`src/rtl/sclkdiv_pkg.sv`:
```
`timescale 1ns/1ps
package sclkdiv_pkg;
  // width holding the largest ratio of either granularity
  function automatic int ratio_width(input int lo_w, input int ext_w);
    int lin;
    int pow;
    lin = lo_w + ext_w;
    pow = (1 << lo_w) - 1;
    return ((lin > pow) ? lin : pow) + 1;
  endfunction
endpackage

```
`src/rtl/sclkdiv_cfg.sv`:
```
`timescale 1ns/1ps
module sclkdiv_cfg
  import sclkdiv_pkg::*;
#(
  parameter int LO_W  = 4,
  parameter int EXT_W = 8,
  parameter int RW    = ratio_width(LO_W, EXT_W)
) (
  input  logic             clk,
  input  logic             rst_n,
  input  logic             chan_en,
  input  logic             fine_i,
  input  logic [LO_W-1:0]  lo_i,
  input  logic [EXT_W-1:0] ext_i,
  input  logic             cpol_i,
  input  logic             cpha_i,
  output logic [RW-1:0]    ratio,
  output logic [RW-1:0]    half_idle,
  output logic             ratio_one,
  output logic             cpol,
  output logic             cpha
);
  localparam int PAD = RW - LO_W - EXT_W;

  logic [RW-1:0] lin_ratio, pow_ratio, new_ratio;

  assign lin_ratio = {{PAD{1'b0}}, ext_i, lo_i} + RW'(1);
  assign pow_ratio = RW'(1) << lo_i;
  assign new_ratio = fine_i ? lin_ratio : pow_ratio;

  always_ff @(posedge clk or negedge rst_n) begin
    if (!rst_n) begin
      ratio     <= RW'(1);
      half_idle <= RW'(1);
      ratio_one <= 1'b1;
      cpol      <= 1'b0;
      cpha      <= 1'b0;
    end else if (!chan_en) begin
      ratio     <= new_ratio;
      half_idle <= new_ratio - (new_ratio >> 1);
      ratio_one <= (new_ratio == RW'(1));
      cpol      <= cpol_i;
      cpha      <= cpha_i;
    end
  end

  // captured settings stay frozen across enabled edges
  p_cfg_frozen_r8: assert property (@(posedge clk) disable iff (!rst_n)
    $past(chan_en) |-> ($stable(ratio) && $stable(cpol) && $stable(cpha)));
endmodule

```
`src/rtl/sclkdiv_timer.sv`:
```
`timescale 1ns/1ps
module sclkdiv_timer #(
  parameter int RW = 16
) (
  input  logic          clk,
  input  logic          rst_n,
  input  logic          chan_en,
  input  logic          start,
  input  logic          stop,
  input  logic [RW-1:0] ratio,
  output logic          run,
  output logic          run_nxt,
  output logic [RW-1:0] cnt_nxt,
  output logic          bit_end
);
  logic [RW-1:0] cnt_q;
  logic          pend_q, pend_nxt;

  assign bit_end = run && (cnt_q == ratio - RW'(1));

  always_comb begin
    run_nxt  = run;
    cnt_nxt  = cnt_q;
    pend_nxt = pend_q;
    if (!chan_en) begin
      run_nxt  = 1'b0;
      cnt_nxt  = '0;
      pend_nxt = 1'b0;
    end else if (!run) begin
      if (start) begin
        run_nxt  = 1'b1;
        cnt_nxt  = '0;
        pend_nxt = 1'b0;
      end
    end else if (bit_end) begin
      cnt_nxt = '0;
      if (stop || pend_q) begin
        run_nxt  = 1'b0;
        pend_nxt = 1'b0;
      end
    end else begin
      cnt_nxt = cnt_q + RW'(1);
      if (stop) pend_nxt = 1'b1;
    end
  end

  always_ff @(posedge clk or negedge rst_n) begin
    if (!rst_n) begin
      run    <= 1'b0;
      cnt_q  <= '0;
      pend_q <= 1'b0;
    end else begin
      run    <= run_nxt;
      cnt_q  <= cnt_nxt;
      pend_q <= pend_nxt;
    end
  end

  // the counter never reaches the ratio while running
  p_cnt_range_r1: assert property (@(posedge clk) disable iff (!rst_n)
    run |-> (cnt_q < ratio));
  // a run only begins from an accepted start
  p_start_gated_r9: assert property (@(posedge clk) disable iff (!rst_n)
    $rose(run) |-> ($past(start) && $past(chan_en)));
  // a run that was not aborted ends only at a bit boundary
  p_stop_boundary_r7: assert property (@(posedge clk) disable iff (!rst_n)
    ($fell(run) && $past(chan_en)) |-> $past(bit_end));
endmodule

```
`src/rtl/sclkdiv_edges.sv`:
```
`timescale 1ns/1ps
module sclkdiv_edges #(
  parameter int RW = 16
) (
  input  logic          clk,
  input  logic          rst_n,
  input  logic          chan_en,
  input  logic          ratio_one,
  input  logic [RW-1:0] half_idle,
  input  logic          cpol,
  input  logic          cpha,
  input  logic          run,
  input  logic          run_nxt,
  input  logic [RW-1:0] cnt_nxt,
  input  logic          bit_end,
  output logic          sclk,
  output logic          launch,
  output logic          sample
);
  logic act_q, lead_q, trail_q;

  always_ff @(posedge clk or negedge rst_n) begin
    if (!rst_n) begin
      act_q   <= 1'b0;
      lead_q  <= 1'b0;
      trail_q <= 1'b0;
    end else begin
      act_q   <= run_nxt && !ratio_one && (cnt_nxt >= half_idle);
      lead_q  <= run_nxt && (ratio_one || (cnt_nxt == half_idle));
      trail_q <= bit_end && chan_en;
    end
  end

  // ratio one: the low half of each reference cycle is the active half
  assign sclk   = cpol ^ (ratio_one ? (run & ~clk) : act_q);
  assign launch = cpha ? lead_q : trail_q;
  assign sample = cpha ? trail_q : lead_q;

  // idle level whenever no run is in progress
  p_idle_level_r3: assert property (@(posedge clk) disable iff (!rst_n)
    !run |-> (sclk == cpol));
  // a leading strobe only occurs inside a run
  p_lead_running_r5: assert property (@(posedge clk) disable iff (!rst_n)
    lead_q |-> run);
  // above ratio one, the two edges of a bit never share a cycle
  p_edges_apart_r4: assert property (@(posedge clk) disable iff (!rst_n)
    !ratio_one |-> !(lead_q && trail_q));
endmodule

```
`src/rtl/spi_sclk_gen.sv`:
```
`timescale 1ns/1ps
module spi_sclk_gen
  import sclkdiv_pkg::*;
#(
  parameter int LO_W  = 4,
  parameter int EXT_W = 8
) (
  input  logic             clk,
  input  logic             rst_n,
  input  logic             chan_en,
  input  logic             fine_gran,
  input  logic [LO_W-1:0]  div_lo,
  input  logic [EXT_W-1:0] div_ext,
  input  logic             cpol,
  input  logic             cpha,
  input  logic             start,
  input  logic             stop,
  output logic             sclk,
  output logic             launch,
  output logic             sample,
  output logic             busy
);
  localparam int RW = ratio_width(LO_W, EXT_W);

  logic [RW-1:0] ratio, half_idle, cnt_nxt;
  logic          ratio_one, cpol_q, cpha_q;
  logic          run, run_nxt, bit_end;

  sclkdiv_cfg #(.LO_W(LO_W), .EXT_W(EXT_W), .RW(RW)) u_cfg (
    .clk(clk), .rst_n(rst_n), .chan_en(chan_en),
    .fine_i(fine_gran), .lo_i(div_lo), .ext_i(div_ext),
    .cpol_i(cpol), .cpha_i(cpha),
    .ratio(ratio), .half_idle(half_idle), .ratio_one(ratio_one),
    .cpol(cpol_q), .cpha(cpha_q)
  );

  sclkdiv_timer #(.RW(RW)) u_timer (
    .clk(clk), .rst_n(rst_n), .chan_en(chan_en),
    .start(start), .stop(stop), .ratio(ratio),
    .run(run), .run_nxt(run_nxt), .cnt_nxt(cnt_nxt), .bit_end(bit_end)
  );

  sclkdiv_edges #(.RW(RW)) u_edges (
    .clk(clk), .rst_n(rst_n), .chan_en(chan_en),
    .ratio_one(ratio_one), .half_idle(half_idle),
    .cpol(cpol_q), .cpha(cpha_q),
    .run(run), .run_nxt(run_nxt), .cnt_nxt(cnt_nxt), .bit_end(bit_end),
    .sclk(sclk), .launch(launch), .sample(sample)
  );

  assign busy = run;
endmodule

```
`config.mk`:
```
export PLATFORM = sky130hd
export DESIGN_NAME = spi_sclk_gen
export DESIGN_NICKNAME = d
export VERILOG_FILES = /design/src/rtl/sclkdiv_pkg.sv /design/src/rtl/sclkdiv_cfg.sv /design/src/rtl/sclkdiv_timer.sv /design/src/rtl/sclkdiv_edges.sv /design/src/rtl/spi_sclk_gen.sv
export SDC_FILE = /design/constraint.sdc
export NUM_CORES = 1
export LEC_CHECK = 0
export BUFFER_PORTS_ARGS = -buffer_cell sky130_fd_sc_hd__buf_2
export CELL_PAD_IN_SITES_DETAIL_PLACEMENT = 0
export CELL_PAD_IN_SITES_GLOBAL_PLACEMENT = 1
export CORE_MARGIN = 5
export CORE_UTILIZATION = 30
export CTS_CLUSTER_SIZE = 14
export DETAILED_ROUTE_END_ITERATION = 16
export PLACE_DENSITY = 0.62
export SLEW_MARGIN = 40
export SYNTH_ARGS = -nofsm -noshare
export SYNTH_HDL_FRONTEND = slang
export SYNTH_SLANG_ARGS = --single-unit
```
`constraint.sdc`:
```
create_clock -name clk -period 6.1 [get_ports clk]
set_input_delay 1.22 -clock clk [delete_from_list [all_inputs] [get_ports clk]]
set_output_delay 1.22 -clock clk [all_outputs]
set_load 0.05 [all_outputs]
```
==> results of run 1 <==
## per-stage QoR
stage / utilization / hold slack, ps / total power (W)
floorplan: - / 449 / 0.000676
global placement: 0.321 / 470 / 0.000753
detailed placement: 0.321 / 471 / 0.000756
CTS: 0.335 / 489 / 0.00116
global route: 0.335 / 514 / 0.00122
finish: 0.335 / 484 / 0.00115
## per-layer routing
metal,part of all wire,global-route usage,routed length [µm],up-vias
met5,0,0,0,-
li1,-,-,-,2018
met2,0.47,0.226,5980,55
met1,0.49,0.194,6140,1875
met4,0.018,0.0460,226,0
met3,0.023,0.0158,288,16
## registers in the layout, summed over array words and instances, names as in the netlist
| register | count |
|---|---|
| u_cfg.cpha | 1 |
| u_cfg.ratio_one | 1 |
| u_edges.lead_q | 1 |
| u_timer.pend_q | 1 |
| u_timer.cnt_q | 16 |
| u_timer.run | 1 |
| u_cfg.half_idle | 16 |
| u_cfg.cpol | 1 |
| u_edges.trail_q | 1 |
| u_cfg.ratio | 16 |
| u_edges.act_q | 1 |
## cells by family after synthesis
logic type | Yosys count | synth area share
xor+xnor | 45 | 0.0813
buf+inv | 65 | 0.0689
fa+ha+maj | 48 | 0.125
simple gates | 197 | 0.209
flops | 56 | 0.290
compound gates | 129 | 0.187
mux | 17 | 0.0390
## cell usage after synthesis (2+ instances only)
library cell,number,area [µm²]
xor2_1,19,166
and2_1,2,12.5
nand4_1,11,68.8
o31ai_1,4,30.0
or3_1,6,37.5
nor4b_2,2,30.0
a21o_1,10,75.1
nand3b_1,2,15.0
buf_1,2,7.51
a22o_1,2,17.5
nor3_1,12,60.1
clkbuf_1,9,33.8
xnor2_1,26,228
a21oi_1,19,95.1
a211oi_2,6,75.1
a21oi_2,4,35.0
nor2_1,38,143
buf_6,3,33.8
ha_1,47,588
nand4b_1,2,17.5
a211oi_1,5,37.5
dfstp_2,3,78.8
nand3_1,23,115
nand2_1,56,210
o21a_1,7,52.6
dfrtp_1,53,1330
and3_1,10,62.6
inv_1,43,161
o21ai_0,36,180
o211ai_1,2,15.0
nor2b_1,13,81.3
mux2i_1,2,20.0
a22oi_1,9,67.6
mux2_2,15,169
nor4_1,8,50.1
a31oi_1,5,31.3
buf_2,2,10.0
## worst paths after layout
check | startpoint | end | slack, ps | depth (start not counted)
setup / recovery | clk | sclk | 960 | 6
hold / removal | u_cfg.half_idle[9] | u_cfg.half_idle[9] | 480 | 2
setup reg to reg | u_cfg.ratio[1] | u_edges.lead_q | 1540 | 17
hold reg to reg | u_cfg.half_idle[9] | u_cfg.half_idle[9] | 480 | 2
max in group asynchronous | rst_n | u_cfg.ratio[0] | 4430 | 2
min in group asynchronous | rst_n | u_cfg.half_idle[9] | 800 | 1
## where the power goes
group          switching [W]  leakage, nW  internal, W
clock               0.000154        0.122     0.000249
sequential         0.0000331        0.718     0.000409
combinational       0.000179         1.54     0.000123
## final cells by class
| cell class | count | area [µm²] | share of cell area |
|---|---|---|---|
| Tap cell | 216 | 270 | 0.0507 |
| Clock buffer | 10 | 219 | 0.0411 |
| Timing Repair Buffer | 26 | 140 | 0.0263 |
| Multi-Input combinational cell | 436 | 3120 | 0.585 |
| Inverter | 44 | 165 | 0.0310 |
| Clock inverter | 2 | 13.8 | 0.00258 |
| Sequential cell | 56 | 1410 | 0.264 |
## critical path, cell delays in order
cell       delay, ps
clkbuf_16        120
clkbuf_16        130
nor3_1           120
a21oi_1           90
xnor2_1          130
buf_2            270
==> impl_metrics.env, run 1 <==
export IMPL_ios=24
export IMPL_antenna_left=0
export IMPL_synthToLayoutAreaGrowth_pct=9.88
export IMPL_finalHoldViolCount=0
export IMPL_synth_ff_type="dfrtp_1"
export IMPL_rsz0062_at_grt="no"
export IMPL_setup_violations=0
export IMPL_start_util=0.305
export IMPL_skew_ps=5.33
export IMPL_routabilityCongestion=0.840
export IMPL_route_detailed_drc=0
export IMPL_drv_cap=0
export IMPL_num_vias=3964
export IMPL_drt_pass1_iterations=5
export IMPL_crit_path_end_kind="primary output"
export IMPL_final_common_cell="nand2_1"
export IMPL_grt_overflow=0
export IMPL_fill_cells=1681
export IMPL_drt_wl_total_mm=12.6
export IMPL_grt_pass1_wl_mm=20.6
export IMPL_tns_ps=0
export IMPL_max_slew_margin=0.474
export IMPL_critPathRequiredTime_ps=4880
export IMPL_holdBufCountCts=0
export IMPL_netlist_instances=557
export IMPL_ir_drop_v=0.000105
export IMPL_synth_yosys_seq_area_share=0.290
export IMPL_grt_pass1_vias=3889
export IMPL_ys_seq_elements=56
export IMPL_layout_setup_ws_ps=958
export IMPL_grtUsageTotal=0.140
export IMPL_cts_clk_slew_worst_paths_ps=70
export IMPL_wl_per_cell_um=16.0
export IMPL_place_ws_ps=1270
export IMPL_port_buffers=23
export IMPL_cellLeakagePower_nw=2.38
export IMPL_final_cell_mix="nand2_1 (56), dfrtp_1 (53), ha_1 (47)"
export IMPL_start_kind="clock port"
export IMPL_insertion_delay_ps=410
export IMPL_ctsResizeCount=0
export IMPL_dp_cells=779
export IMPL_viasPerCell=5.02
export IMPL_synth_edf_count=0
export IMPL_post_cts_setup_buffers=0
export IMPL_hold_path_class="flop to flop"
export IMPL_worstMarginPinSlew_ps=786
export IMPL_fin_cells=790
export IMPL_slew_viol_final=0
export IMPL_final_area_mm2=0.00533
export IMPL_avgSynthCellArea_um2=8.71
export IMPL_crit_type="clock port to primary output"
export IMPL_netlist_area_mm2=0.00485
export IMPL_antenna_found_initial=0
export IMPL_drive_above_1_share=0.146
export IMPL_row_count=46
export IMPL_antennaDiodeCount=0
export IMPL_cp_max_fo=2
export IMPL_nets=641
export IMPL_fp_coreArea_mm2=0.0159
export IMPL_outcome="finished clean"
export IMPL_synthArstFlopShare=1.00
export IMPL_cts_tree="done"
export IMPL_grt_max_degree=49
export IMPL_syn_nets=625
export IMPL_die_h_um=137
export IMPL_first_iter_violations=238
export IMPL_cp_arrival_ps=3920
export IMPL_hpwl_mm=10.1
export IMPL_synth_cell_type_count=76
export IMPL_yosysWarnings=0
export IMPL_die_area_mm2=0.0188
export IMPL_p_per_area_mw_per_mm2=215
export IMPL_die_x_um=137
export IMPL_place_area_mm2=0.00510
Note: power is estimated with default switching activity, not from simulation.
==> inputs of run 2 (changes only) <==
- clock period: 6.1 -> 5.2 ns (I/O delays scaled with it)
==> impl_metrics.env, run 2 (synthesized netlist as in run 1, its figures left out) <==
export IMPL_hold_end="u_cfg.half_idle[12]"
export IMPL_die_area_mm2=0.0188
export IMPL_worstMarginPinSlew_ps=697
export IMPL_hold_path_class="flop to flop"
export IMPL_ios=24
export IMPL_min_path_cells=2
export IMPL_insertion_delay_ps=410
export IMPL_fp_coreArea_mm2=0.0159
export IMPL_grt_overflow=0
export IMPL_final_util=0.340
export IMPL_place_ws_ps=570
export IMPL_final_common_cell="nand2_1"
export IMPL_ff2ff_path_depth=18
export IMPL_antenna_found_initial=0
export IMPL_final_cell_mix="nand2_1 (56), dfrtp_1 (53), ha_1 (47)"
export IMPL_crit_buf_inv=1
export IMPL_worstReg2RegEnd="u_edges.act_q"
export IMPL_path_cells="inv_1, ha_1, or4b_1, nor4_2, xnor2_1, nand4_1, nor4b_2, nand4_1, a32o_1, ha_1, nor2b_1, o21a_1, o21a_1, o21ai_0, a21oi_1, nor4_1, nor4_1, o21a_1"
export IMPL_crit_top_cell="o21a_1"
export IMPL_wl_per_cell_um=16.0
export IMPL_grt_pass1_wl_mm=21.1
export IMPL_cts_tree="done"
export IMPL_path_delay_family="simple AND/OR/NAND/NOR gates"
export IMPL_drive_above_1_share=0.155
export IMPL_fin_cells=799
export IMPL_slowest_delay_ps=610
export IMPL_drv_cap=0
export IMPL_holdBufCountCts=0
export IMPL_cts_clk_slew_worst_paths_ps=70
export IMPL_nets=650
export IMPL_grtUsageTotal=0.142
export IMPL_die_h_um=137
export IMPL_fill_cells=1723
export IMPL_tns_ps=0
export IMPL_r2r_start="u_cfg.ratio[1]"
export IMPL_crit_type="flop to flop"
export IMPL_antenna_left=0
export IMPL_reg_top3="u_cfg.half_idle (16), u_cfg.ratio (16), u_timer.cnt_q (16)"
export IMPL_drt_pass1_iterations=4
export IMPL_skew_ps=6.77
export IMPL_p_per_area_mw_per_mm2=255
export IMPL_outcome="finished clean"
export IMPL_timing_fmax_ghz=0.219
export IMPL_synthToLayoutAreaGrowth_pct=11.4
export IMPL_hpwl_mm=10.3
export IMPL_critPathRequiredTime_ps=5500
export IMPL_post_cts_setup_buffers=0
export IMPL_finalHoldViolCount=0
export IMPL_rsz0062_at_grt="no"
export IMPL_start_kind="flop"
export IMPL_grt_pass1_vias=3998
export IMPL_cellLeakagePower_nw=2.42
export IMPL_setup_violations=0
export IMPL_port_buffers=23
export IMPL_cp_arrival_ps=4870
export IMPL_ctsResizeCount=0
export IMPL_period_share=0.880
export IMPL_slew_viol_final=0
export IMPL_viasPerCell=4.96
export IMPL_row_count=46
export IMPL_min_period_ps=4570
export IMPL_max_slew_margin=0.535
export IMPL_reg2reg_slack_ps=630
export IMPL_die_x_um=137
export IMPL_worstHoldStart="u_cfg.half_idle[12]"
export IMPL_routabilityCongestion=0.837
export IMPL_route_detailed_drc=0
export IMPL_power_w=0.00137
export IMPL_crit_path_end_kind="flop"
export IMPL_num_vias=3965
export IMPL_ir_drop_v=0.000122
export IMPL_cpMaxStageDelayCell="or4b_1"
export IMPL_drt_wl_total_mm=12.7
export IMPL_first_iter_violations=239
export IMPL_cp_max_fo=9
export IMPL_layout_setup_ws_ps=626
export IMPL_dp_cells=788
export IMPL_grt_max_degree=49
export IMPL_start_util=0.305
run 2: tightest hold or removal path, cell delays in order, from the launching register on:
cell     delay [ps]
dfrtp_1         340
nand2_1          50
o21ai_0          60
run 2: metrics by stage:
| step | hold WS (ps) | area, µm² |
|---|---|---|
| floorplan | 449 | 4850 |
| global placement | 467 | 5160 |
| detailed placement | 474 | 5160 |
| CTS | 492 | 5400 |
| global route | 527 | 5400 |
| finish | 489 | 5400 |
run 2: cell type report:
type | count | area [µm²] | area share
repair buffers | 35 | 208 | 0.0385
well taps | 216 | 270 | 0.0500
diodes | 1 | 2.50 | 0.000463
clock inverters | 1 | 30.0 | 0.00556
inverters | 44 | 165 | 0.0306
clock buffers | 10 | 209 | 0.0387
flip-flops and latches | 56 | 1410 | 0.260
multi-input cells | 436 | 3110 | 0.576
run 2: per-layer routing:
layer / up-vias / track usage / wire length (µm)
li1: 2039 / - / -
met3: 11 / 0.0206 / 357
met1: 1860 / 0.197 / 6230
met5: - / 0 / 0
met2: 55 / 0.231 / 5980
met4: 0 / 0.0355 / 172
run 2: how the worst max path moves through the flow:
stage	start	endpoint	slack, ps	cells after the start
floorplan	clk	sclk	550	3
global placement	div_lo[0]	u_cfg.half_idle[14]	580	16
detailed placement	div_lo[0]	u_cfg.half_idle[14]	570	16
CTS	u_cfg.ratio[1]	u_edges.act_q	650	18
global route	u_cfg.ratio[1]	u_edges.act_q	310	18
finish	u_cfg.ratio[1]	u_edges.act_q	630	18
run 2: report_power, final:
part	internal [W]	switching (W)
logic	0.000151	0.000212
registers	0.000480	0.0000392
clock network	0.000324	0.000169
total	0.000955	0.000420
